[config.mk]
export PLATFORM = sky130hd
export DESIGN_NAME = selfprog_ctrl
export DESIGN_NICKNAME = d
export VERILOG_FILES = /design/src/rtl/selfprog_pkg.sv /design/src/rtl/selfprog_seq.sv /design/src/rtl/selfprog_regs.sv /design/src/rtl/selfprog_ctrl.sv
export SDC_FILE = /design/constraint.sdc
export NUM_CORES = 1
export LEC_CHECK = 0
export ABC_AREA = 1
export CAP_MARGIN = 25
export CORE_ASPECT_RATIO = 0.6
export CORE_MARGIN = 10
export CORE_UTILIZATION = 55
export CTS_BUF_LIST = sky130_fd_sc_hd__clkbuf_4 sky130_fd_sc_hd__clkbuf_8
export CTS_CLUSTER_DIAMETER = 50
export DETAILED_ROUTE_END_ITERATION = 7
export DONT_BUFFER_PORTS = 1
export HOLD_SLACK_MARGIN = 0.1
export PLACE_DENSITY = 0.73
export SYNTH_ARGS = -nofsm -noshare
export SYNTH_HDL_FRONTEND = slang
export SYNTH_SLANG_ARGS = --single-unit
[constraint.sdc]
create_clock -name clk -period 1.2 [get_ports clk]
set_input_delay 0.24 -clock clk [delete_from_list [all_inputs] [get_ports clk]]
set_output_delay 0.24 -clock clk [all_outputs]
set_load 0.005 [all_outputs]
[src/rtl/selfprog_pkg.sv]
package selfprog_pkg;

  // Control register bit positions (software-visible layout)
  localparam int EnBit      = 0;
  localparam int PageSelBit = 2;
  localparam int LockSelBit = 3;
  localparam int RwwRelBit  = 4;
  localparam int RwwBusyBit = 6;
  localparam int IrqEnBit   = 7;

  // Full command patterns on bits 6:0
  localparam logic [6:0] PageCmd = 7'b0000101;
  localparam logic [6:0] LockCmd = 7'b0001001;

  typedef enum logic [1:0] {
    SP_IDLE  = 2'd0,
    SP_ARMED = 2'd1,
    SP_RUN   = 2'd2
  } spState_t;

  // Strobes from sequencer to register datapath
  typedef struct packed {
    logic cmdLoadPage;
    logic cmdLoadLock;
    logic cmdClear;
    logic launchPage;
    logic launchLock;
    logic finish;
    logic rwwClear;
    logic irqLoad;
  } spStrobe_t;

endpackage

[src/rtl/selfprog_seq.sv]
module selfprog_seq
  import selfprog_pkg::*;
#(
  parameter int WINDOW_CYC = 4
) (
  input  logic      clk,
  input  logic      rstN,
  input  logic      ctrlWrEn,
  input  logic [6:0] ctrlWrCmd,
  input  logic      storeStrobe,
  input  logic      flashDone,
  output spStrobe_t stb
);

  localparam int CNT_W = $clog2(WINDOW_CYC + 1);
  localparam logic [CNT_W-1:0] LastCnt = CNT_W'(WINDOW_CYC - 1);

  spState_t         state, stateNext;
  logic [CNT_W-1:0] armCnt;
  logic             cmdIsLock;
  logic             firstRun;
  logic             wrPage, wrLock;

  assign wrPage = ctrlWrEn && (ctrlWrCmd == PageCmd);
  assign wrLock = ctrlWrEn && (ctrlWrCmd == LockCmd);

  always_comb begin
    stb          = '0;
    stateNext    = state;
    stb.irqLoad  = ctrlWrEn;
    stb.rwwClear = ctrlWrEn && ctrlWrCmd[RwwRelBit] && (state != SP_RUN);
    unique case (state)
      SP_IDLE: begin
        if (wrPage) begin
          stb.cmdLoadPage = 1'b1;
          stateNext       = SP_ARMED;
        end else if (wrLock) begin
          stb.cmdLoadLock = 1'b1;
          stateNext       = SP_ARMED;
        end else if (ctrlWrEn) begin
          stb.cmdClear = 1'b1;
        end
      end
      SP_ARMED: begin
        if (storeStrobe) begin
          if (cmdIsLock) begin
            stb.launchLock = 1'b1;
            stateNext      = SP_IDLE;
          end else begin
            stb.launchPage = 1'b1;
            stateNext      = SP_RUN;
          end
        end else if (wrPage) begin
          stb.cmdLoadPage = 1'b1;
        end else if (wrLock) begin
          stb.cmdLoadLock = 1'b1;
        end else if (ctrlWrEn || armCnt == LastCnt) begin
          stb.cmdClear = 1'b1;
          stateNext    = SP_IDLE;
        end
      end
      SP_RUN: begin
        if (flashDone && !firstRun) begin
          stb.finish = 1'b1;
          stateNext  = SP_IDLE;
        end
      end
      default: stateNext = SP_IDLE;
    endcase
  end

  always_ff @(posedge clk or negedge rstN) begin
    if (!rstN) begin
      state     <= SP_IDLE;
      armCnt    <= '0;
      cmdIsLock <= 1'b0;
      firstRun  <= 1'b0;
    end else begin
      state    <= stateNext;
      firstRun <= stb.launchPage;
      if (stb.cmdLoadPage || stb.cmdLoadLock) begin
        armCnt    <= '0;
        cmdIsLock <= stb.cmdLoadLock;
      end else if (state == SP_ARMED) begin
        armCnt <= armCnt + 1'b1;
      end
    end
  end


  cmd_onehot_chk: assert property (@(posedge clk) disable iff (!rstN)
    $onehot0({stb.cmdLoadPage, stb.cmdLoadLock, stb.cmdClear,
              stb.launchPage, stb.launchLock, stb.finish}));


  window_bound_chk: assert property (@(posedge clk) disable iff (!rstN)
    (state == SP_ARMED) |-> (armCnt <= LastCnt));


  no_early_finish_chk: assert property (@(posedge clk) disable iff (!rstN)
    stb.launchPage |=> !stb.finish);

endmodule

[src/rtl/selfprog_regs.sv]
module selfprog_regs
  import selfprog_pkg::*;
#(
  parameter int PAGE_W          = 9,
  parameter int NRWW_FIRST_PAGE = 448
) (
  input  logic              clk,
  input  logic              rstN,
  input  spStrobe_t         stb,
  input  logic              irqEnIn,
  input  logic [PAGE_W-1:0] pageIn,
  input  logic [3:0]        lockDataIn,
  output logic [7:0]        ctrlRdData,
  output logic              flashStart,
  output logic [PAGE_W-1:0] flashPage,
  output logic              rwwBusy,
  output logic              cpuHalt,
  output logic              irq,
  output logic [3:0]        lockBits
);

  localparam logic [PAGE_W-1:0] NrwwStart = PAGE_W'(NRWW_FIRST_PAGE);

  logic enBit, pageSel, lockSel, irqEn;
  logic runQ, nrwwQ, startQ, rwwQ;
  logic [PAGE_W-1:0] pageQ;
  logic [3:0] lockQ;
  logic pageIsNrww;

  assign pageIsNrww = (pageIn >= NrwwStart);

  always_ff @(posedge clk or negedge rstN) begin
    if (!rstN) begin
      enBit   <= 1'b0;
      pageSel <= 1'b0;
      lockSel <= 1'b0;
      irqEn   <= 1'b0;
      runQ    <= 1'b0;
      nrwwQ   <= 1'b0;
      startQ  <= 1'b0;
      rwwQ    <= 1'b0;
      pageQ   <= '0;
      lockQ   <= 4'b1111;
    end else begin
      startQ <= stb.launchPage;
      if (stb.irqLoad) irqEn <= irqEnIn;
      if (stb.cmdLoadPage) begin
        {enBit, pageSel, lockSel} <= 3'b110;
      end else if (stb.cmdLoadLock) begin
        {enBit, pageSel, lockSel} <= 3'b101;
      end else if (stb.cmdClear || stb.launchLock || stb.finish) begin
        {enBit, pageSel, lockSel} <= 3'b000;
      end
      if (stb.rwwClear) rwwQ <= 1'b0;
      if (stb.launchPage) begin
        pageQ <= pageIn;
        nrwwQ <= pageIsNrww;
        runQ  <= 1'b1;
        if (!pageIsNrww) rwwQ <= 1'b1;
      end else if (stb.finish) begin
        runQ <= 1'b0;
      end
      if (stb.launchLock) lockQ <= lockQ & lockDataIn;
    end
  end

  always_comb begin
    ctrlRdData             = '0;
    ctrlRdData[EnBit]      = enBit;
    ctrlRdData[PageSelBit] = pageSel;
    ctrlRdData[LockSelBit] = lockSel;
    ctrlRdData[RwwBusyBit] = rwwQ;
    ctrlRdData[IrqEnBit]   = irqEn;
  end

  assign flashStart = startQ;
  assign flashPage  = pageQ;
  assign rwwBusy    = rwwQ;
  assign cpuHalt    = runQ & nrwwQ;
  assign irq        = irqEn & ~enBit;
  assign lockBits   = lockQ;


  start_pulse_chk: assert property (@(posedge clk) disable iff (!rstN)
    flashStart |=> !flashStart);


  lock_monotonic_chk: assert property (@(posedge clk) disable iff (!rstN)
    ((lockBits & ~$past(lockBits)) == 4'b0000));


  halt_in_cmd_chk: assert property (@(posedge clk) disable iff (!rstN)
    cpuHalt |-> (enBit && pageSel));

endmodule

[src/rtl/selfprog_ctrl.sv]
module selfprog_ctrl
  import selfprog_pkg::*;
#(
  parameter int ADDR_W          = 17,
  parameter int PAGE_OFS_W      = 8,
  parameter int NRWW_FIRST_PAGE = 448,
  parameter int WINDOW_CYC      = 4
) (
  input  logic                         clk,
  input  logic                         rstN,
  input  logic                         ctrlWrEn,
  input  logic [7:0]                   ctrlWrData,
  output logic [7:0]                   ctrlRdData,
  input  logic                         storeStrobe,
  input  logic [ADDR_W-1:0]            addrIn,
  input  logic [7:0]                   dataIn,
  output logic                         flashStart,
  output logic [ADDR_W-PAGE_OFS_W-1:0] flashPage,
  input  logic                         flashDone,
  output logic                         rwwBusy,
  output logic                         cpuHalt,
  output logic                         irq,
  output logic [3:0]                   lockBits
);

  localparam int PAGE_W = ADDR_W - PAGE_OFS_W;

  spStrobe_t stb;
  logic unusedInBits;

  assign unusedInBits = ^{addrIn[PAGE_OFS_W-1:0], dataIn[7:6], dataIn[1:0]};

  selfprog_seq #(
    .WINDOW_CYC(WINDOW_CYC)
  ) u_seq (
    .clk        (clk),
    .rstN       (rstN),
    .ctrlWrEn   (ctrlWrEn),
    .ctrlWrCmd  (ctrlWrData[6:0]),
    .storeStrobe(storeStrobe),
    .flashDone  (flashDone),
    .stb        (stb)
  );

  selfprog_regs #(
    .PAGE_W         (PAGE_W),
    .NRWW_FIRST_PAGE(NRWW_FIRST_PAGE)
  ) u_regs (
    .clk       (clk),
    .rstN      (rstN),
    .stb       (stb),
    .irqEnIn   (ctrlWrData[IrqEnBit]),
    .pageIn    (addrIn[ADDR_W-1:PAGE_OFS_W]),
    .lockDataIn(dataIn[5:2]),
    .ctrlRdData(ctrlRdData),
    .flashStart(flashStart),
    .flashPage (flashPage),
    .rwwBusy   (rwwBusy),
    .cpuHalt   (cpuHalt),
    .irq       (irq),
    .lockBits  (lockBits)
  );


  rww_sticky_chk: assert property (@(posedge clk) disable iff (!rstN)
    (rwwBusy && !(ctrlWrEn && ctrlWrData[RwwRelBit])) |=> rwwBusy);


  irq_idle_chk: assert property (@(posedge clk) disable iff (!rstN)
    irq |-> !ctrlRdData[EnBit]);

endmodule

==> results of run 1 <==
## path summary, 6_finish.rpt
kind | cells after the start | from | endpoint | slack, ps
worst max-delay path | 7 | u_seq.armCnt[0]$_DFFE_PN0P_ | u_regs.enBit$_DFFE_PN0P_ | -40
worst min-delay path | 2 | ctrlWrEn | u_regs.irqEn$_DFFE_PN0P_ | 110
worst max register to register | 7 | u_seq.armCnt[0]$_DFFE_PN0P_ | u_regs.enBit$_DFFE_PN0P_ | -40
worst min register to register | 1 | u_regs.lockBits[2]$_DFFE_PN1P_ | u_regs.lockBits[2]$_DFFE_PN1P_ | 470
max in group asynchronous | 2 | rstN | u_regs.lockBits[1]$_DFFE_PN1P_ | 570
min in group asynchronous | 2 | rstN | u_seq.armCnt[1]$_DFFE_PN0P_ | 410
## area by class of cell
cell class	count	area [um^2]
sequential	27	682
fill	159	573
multi-input combinational	96	562
timing repair buffer	23	233
inverter	20	78.8
clock buffer	3	41.3
tap	30	37.5
clock inverter	1	5.00
## registers in the layout, summed over array words and instances, names as in the netlist
| register | count |
|---|---|
| u_regs.enBit | 1 |
| u_regs.flashPage | 9 |
| u_regs.irqEn | 1 |
| u_regs.lockBits | 4 |
| u_regs.lockSel | 1 |
| u_regs.nrwwQ | 1 |
| u_regs.pageSel | 1 |
| u_regs.runQ | 1 |
| u_regs.rwwBusy | 1 |
| u_seq.armCnt | 3 |
| u_seq.cmdIsLock | 1 |
| u_seq.firstRun | 1 |
| u_seq.state | 2 |
## worst max-delay path, cell delays in order (launching register included)
cell     delay [ps]
dfrtp_1         400
ha_2            200
ha_4            170
nor2_4           90
inv_2            40
nand4_1         110
nand3_1          90
nand2_1          80
## power groups by stage
stage | Sequential, W | Clock [W] | Combinational (W)
after floorplan | 0.00104 | 0 | 0.000173
after global placement | 0.00104 | 0 | 0.000215
after CTS | 0.00103 | 0.000515 | 0.000341
after detailed placement | 0.00105 | 0 | 0.000237
after global routing | 0.00104 | 0.000551 | 0.000434
final | 0.00104 | 0.000499 | 0.000379
## routing by layer
metal	wire length [um]	up-vias	global-route usage [%]
met5	0	-	0
met4	17	0	1.69
met3	283	4	5.44
met2	1610	45	22.5
met1	1270	477	14.2
li1	-	497	-
## metrics by stage
step / area (um^2) / hold WS [ps]
after floorplan: 1310 / -55.6
final: 1640 / 109
after detailed placement: 1350 / -54.6
after global routing: 1640 / 108
after CTS: 1570 / 101
after global placement: 1350 / -54.4
## kinds of logic (layout without fill, tap and decap cells)
group / Yosys count / after routing / share of synthesized area (%)
AND/OR/NAND/NOR: 74 / 74 / 26.5
other: 1 / 3 / 0.288
XOR/XNOR: 1 / 1 / 0.672
adder cells (fa/ha/maj): 2 / 2 / 1.92
AO/OA/AOI/OAI: 16 / 16 / 7.20
flip-flops: 27 / 27 / 52.2
buffers and inverters: 29 / 47 / 11.2
## layout by cell type, fill, tap and decap left out
cell type and instances:
buf_12 2, nand4_1 2, or2_0 1, nor2_2 2, o21a_1 4, nand2_2 5, buf_6 2, nand2_4 3
o21ai_1 1, nor2_4 3, o21ai_2 4, nand3_1 3, ha_2 1, dfstp_2 4, nand2_1 42, ha_4 1
clkbuf_8 3, nor3_1 1, a21oi_1 2, clkinvlp_4 1, xnor2_1 1, nor2_1 8, nand3_4 2, buf_4 8
clkinv_2 1, dfrtp_2 1, conb_1 3, inv_2 3, a21oi_2 1, o21ai_0 4, inv_1 16, nand3_2 2
dlygate4sd3_1 11, dfrtp_1 22
## repair_timing
| action | in CTS | in global routing |
|---|---|---|
| hold endpoints to repair | 37 | 0 |
| resized for setup | 6 | 21 |
| setup buffers | 2 | 1 |
| hold buffers | 12 | 0 |
| endpoints found under the setup margin | 9 | 19 |
| pin swaps | 10 | 10 |
| cloned | 0 | 0 |
==> flow_summary.json, run 1 <==
{
  "outcome": "finished, violations left",
  "violations": "negative setup slack",
  "final_util_pct": 74.1,
  "post-place-ws_ps": -91.4,
  "cts_sinks": 27,
  "die_area_mm2": 0.00478,
  "die_x_um": 82.9,
  "synth_seq_cells": 27,
  "port_buffers": 0,
  "clk-insertion-delay-late_ps": 270,
  "cts_tree": "yes",
  "ctsHtreeMaxLevel": 1,
  "viasPerCell": 5.12,
  "start_util_pct": 58.9,
  "drt_iter0_markers": 49,
  "fin_crit_sh_pct": 103,
  "yosysUniqueCellTypes": 26,
  "drive_gt1_share_pct": 28.8,
  "synth_flop_cell": "dfrtp_1",
  "worstPathRequired_ps": 1410,
  "rsz0062_at_grt": "true",
  "dr.pass1.iters": 4,
  "die_h_um": 57.7,
  "diodes": 0,
  "timing_hold_violations_final": 0,
  "synthArstFlopShare_pct": 100,
  "antenna_found_initial": 0,
  "fin_ws_ps": -37.0,
  "fmax_mhz": 808,
  "root_buffer": "clkbuf_8",
  "setup_viol": 14,
  "track_usage_pct": 12.6,
  "combPwrFrac_pct": 19.8,
  "wirelength_um": 3170,
  "cp_max_fo": 3,
  "fin_skew_ps": 1.38,
  "drtAntennaViolNets": 0,
  "grt_pass1_wl_um": 5140,
  "place_congestion": 0.857,
  "yosysMostFrequentCell": "nand2_1",
  "synthCells": 150,
  "rows": 13,
  "leakage_nw": 0.829,
  "cts_made_buffers": 3,
  "detail_route.wl_per_cell_um": 15.9,
  "power_density_mw_per_mm2": 1170,
  "pin_count": 63,
  "grt_pass1_vias": 1091,
  "hold_path_class": "input pin to register",
  "p_int_w": 0.00142,
  "yosysSeqAreaShare_pct": 52.2,
  "areaGrowthSynthToFinish_pct": 25.7,
  "netlist_area_mm2": 0.00130,
  "place_inst": 181,
  "crit_type": "register to register",
  "synth_area_leaders": "dfrtp_1 44%, nand2_1 14%, dfstp_2 8.1%, inv_1 4.9%, buf_4 4.6%",
  "route.detailed.drc": 0,
  "critPathLaunchType": "register",
  "synth_top_area_share_pct": 44.1,
  "slew_violations": 0,
  "cp.arrival_ps": 1450,
  "avgSynthCellArea_um2": 8.69,
  "seq_power_share_pct": 54.2,
  "ys_warn_count": 0,
  "power_switching_w": 0.000501,
  "finalPower_w": 0.00192,
  "hpwl_um": 2250,
  "end_kind": "register",
  "fin_nets": 211,
  "synth_edf_count": 0,
  "switching_share_pct": 26.1,
  "cap_violations": 0,
  "finalSetupTns_ps": -312,
  "pwr-share-clk_pct": 26.0,
  "clockBufferDepth": 2,
  "via_count": 1023,
  "fin_cells": 200,
  "clk_pin_slew_ps": 90,
  "synth_area_leader_cell": "dfrtp_1",
  "coreArea_mm2": 0.00221,
  "irDropWorstVdd_uv": 870,
  "period_needed_ps": 1240,
  "netlist_top_cells_count": "48 x nand2_1, 23 x dfrtp_1, 17 x inv_1, 10 x nor2_1, 8 x buf_4",
  "grt_max_degree": 28,
  "grt_overflow": 0
}
Note: power is estimated with default switching activity, not from simulation.
==> run 2: changes to the inputs <==
--- a/config.mk
+++ b/config.mk
@@ -15,7 +15,9 @@
 export DETAILED_ROUTE_END_ITERATION = 7
 export DONT_BUFFER_PORTS = 1
 export HOLD_SLACK_MARGIN = 0.1
+export MAX_ROUTING_LAYER = met4
 export PLACE_DENSITY = 0.73
 export SYNTH_ARGS = -nofsm -noshare
 export SYNTH_HDL_FRONTEND = slang
+export SYNTH_HIERARCHICAL = 1
 export SYNTH_SLANG_ARGS = --single-unit
==> run 2 against run 1 <==
Net effect: the run still ends with negative setup slack left; critical path depth grew 1; sequential share of layout area is 3.5 points lower; fmax shrank 16%; clock skew is 11 ps higher; area after synthesis is 6.2% higher; clock-buffer cell count rose by 1; clock power rose by 11%; worst setup slack worse by 230 ps; worst hold slack gained 85 ps; first-iteration DRC count grew to 3.2 times the previous value; register-to-register slack worse by 230 ps; routed wire length increased by 38%; critical endpoint is now u_regs/flashPage[2]$_DFFE_PN0P_; highest routed layer unchanged.
==> flow_summary.json, run 2 <==
{
  "power_switching_w": 0.00118,
  "grt_pass1_wl_um": 5630,
  "slew_violations": 0,
  "wirelength_um": 4370,
  "yosysMostFrequentCell": "nand2_1",
  "clk_pin_slew_ps": 100,
  "detail_route.wl_per_cell_um": 20.1,
  "root_buffer": "clkbuf_8",
  "pin_count": 63,
  "rsz0062_at_grt": "true",
  "cap_violations": 0,
  "irDropWorstVdd_uv": 904,
  "switching_share_pct": 36.4,
  "synthArstFlopShare_pct": 100,
  "die_x_um": 84.8,
  "largest_reg_flops": 9,
  "cts_sinks": 28,
  "yosysUniqueCellTypes": 28,
  "coreArea_mm2": 0.00228,
  "die_h_um": 58.9,
  "avgSynthCellArea_um2": 8.77,
  "grt_overflow": 0,
  "fin_skew_ps": 12.1,
  "grt_max_degree": 29,
  "finalInstanceArea_mm2": 0.00186,
  "yosysSeqAreaShare_pct": 50.9,
  "layout_commonest_cell": "nand2_1",
  "dr.pass1.iters": 4,
  "route.detailed.drc": 0,
  "place_congestion": 0.807,
  "end_kind": "register",
  "n_fill_cell": 126,
  "diodes": 0,
  "netlist_area_mm2": 0.00139,
  "synth_top_area_share_pct": 43.4,
  "viasPerCell": 5.71,
  "netlist_top_cells_count": "44 x nand2_1, 25 x inv_1, 24 x dfrtp_1, 9 x buf_4, 7 x nor2_1",
  "synth_flop_cell": "dfrtp_1",
  "period_needed_ps": 1470,
  "drive_gt1_share_pct": 37.8,
  "dpl_cell_area_mm2": 0.00143,
  "hold_path_class": "input pin to register",
  "areaGrowthSynthToFinish_pct": 34.0,
  "worstPathRequired_ps": 1420,
  "fin_nets": 229,
  "power_density_mw_per_mm2": 1750,
  "outcome": "finished, violations left",
  "synth_simple_gate_area_share_pct": 24.9,
  "port_buffers": 0,
  "seq_power_share_pct": 44.0,
  "synth_area_leaders": "dfrtp_1 43%, nand2_1 12%, dfstp_2 7.6%, inv_1 6.8%, buf_4 4.9%",
  "fmax_mhz": 681,
  "synth_fa_ha_area_share_pct": 1.81,
  "pwr-share-clk_pct": 17.0,
  "combPwrFrac_pct": 39.0,
  "setup_viol": 27,
  "via_count": 1244,
  "p_int_w": 0.00206,
  "synth_xor_area_share_pct": 0.632,
  "hpwl_um": 2440,
  "start_util_pct": 60.8,
  "cp.arrival_ps": 1680,
  "synth_edf_count": 0,
  "antenna_found_initial": 0,
  "final_cell_mix": "29 x nand2_1, 23 x dfrtp_1, 22 x inv_1, 16 x dlygate4sd3_1, 16 x nand2_2",
  "die_area_mm2": 0.00499,
  "synthCells": 158,
  "clockBufferDepth": 2,
  "timing_hold_violations_final": 0,
  "cp_max_fo": 5,
  "crit_type": "register to register",
  "ys_warn_count": 6,
  "fin_ws_ps": -268,
  "cts_made_buffers": 3,
  "rows": 13,
  "fin_crit_sh_pct": 122,
  "synth_top_family_by_area": "simple AND/OR/NAND/NOR gates",
  "leakage_nw": 0.924,
  "drt_iter0_markers": 157,
  "synth_area_leader_cell": "dfrtp_1",
  "violations": "negative setup slack",
  "synth_seq_cells": 28,
  "cts_tree": "yes",
  "muxShareOfSynthArea_pct": 0,
  "drtAntennaViolNets": 0,
  "ctsHtreeMaxLevel": 1,
  "track_usage_pct": 14.7,
  "grt_pass1_vias": 1141,
  "clk-insertion-delay-late_ps": 280,
  "synth_compound_area_share_pct": 8.22,
  "post-place-ws_ps": -195,
  "critPathLaunchType": "register"
}
==> run 2: final timing paths <==
check / depth (start not counted) / slack [ps] / endpoint / from
hold reg to reg: 1 / 500 / u_regs/lockBits[2]$_DFFE_PN1P_ / u_regs/lockBits[2]$_DFFE_PN1P_
max in group asynchronous: 2 / 530 / u_regs/lockBits[2]$_DFFE_PN1P_ / rstN
setup / recovery: 8 / -270 / u_regs/flashPage[2]$_DFFE_PN0P_ / u_seq/state[0]$_DFFE_PN0P_
hold / removal: 3 / 190 / u_regs/rwwBusy$_DFF_PN0_ / addrIn[14]
setup reg to reg: 8 / -270 / u_regs/flashPage[2]$_DFFE_PN0P_ / u_seq/state[0]$_DFFE_PN0P_
min in group asynchronous: 2 / 420 / u_regs/irqEn$_DFFE_PN0P_ / rstN
==> run 2: power by group through the flow <==
stage               registers [W]  logic, W  clock network, W
floorplan                 0.00137  0.000619                 0
global placement          0.00142  0.000758                 0
global route              0.00146   0.00138          0.000612
detailed placement        0.00143  0.000805                 0
CTS                       0.00141  0.000985          0.000554
finish                    0.00143   0.00127          0.000552
==> run 2: repair_timing <==
item / CTS / global route
pin swaps: 19 / 6
buffers inserted: 4 / 5
gates cloned: 2 / 0
hold buffers: 15 / 2
resized for setup: 20 / 26
setup endpoints to repair: 21 / 27
endpoints found under the hold margin: 42 / 1
==> run 2: layout make-up <==
cell class | count | area (um^2) | share of cell area (%)
repair buffers | 33 | 327 | 17.6
multi-input cells | 95 | 622 | 33.5
flip-flops and latches | 28 | 707 | 38.1
clock buffers | 4 | 48.8 | 2.63
repair inverters | 1 | 7.51 | 0.405
well taps | 30 | 37.5 | 2.02
inverters | 27 | 106 | 5.73
==> run 2: routing by layer <==
layer / global-route usage, % / part of all wire [%]
met1: 16.0 / 36
met2: 24.3 / 48
met3: 6.32 / 12
met4: 3.74 / 4.1
met5: - / 0
==> run 2: cells by family after synthesis <==
group	count (synthesis)
flops	28
fa+ha+maj	2
buf+inv	37
simple gates	73
other cells	1
compound gates	16
xor+xnor	1
==> run 2: critical path: stages, from the launching register on <==
cell and delay (ps):
dfrtp_1 380, inv_2 70, nor2_4 150, inv_4 70, nor3_4 280, buf_6 190
buf_6 140, nand2_2 70, nand2_2 60
==> run 2: through the flow <==
step	util [%]	cells	hold WS (ps)	TNS (ps)	power (W)
3_3_place_gp	62.7	187	-54.5	-961	0.00217
5_1_grt	81.5	218	211	-5550	0.00345
2_1_floorplan	-	160	-55.6	-288	0.00199
3_5_place_dp	62.7	187	-54.6	-1580	0.00223
4_1_cts	75.9	211	58.7	-2210	0.00295
6_report	81.5	218	195	-4410	0.00324
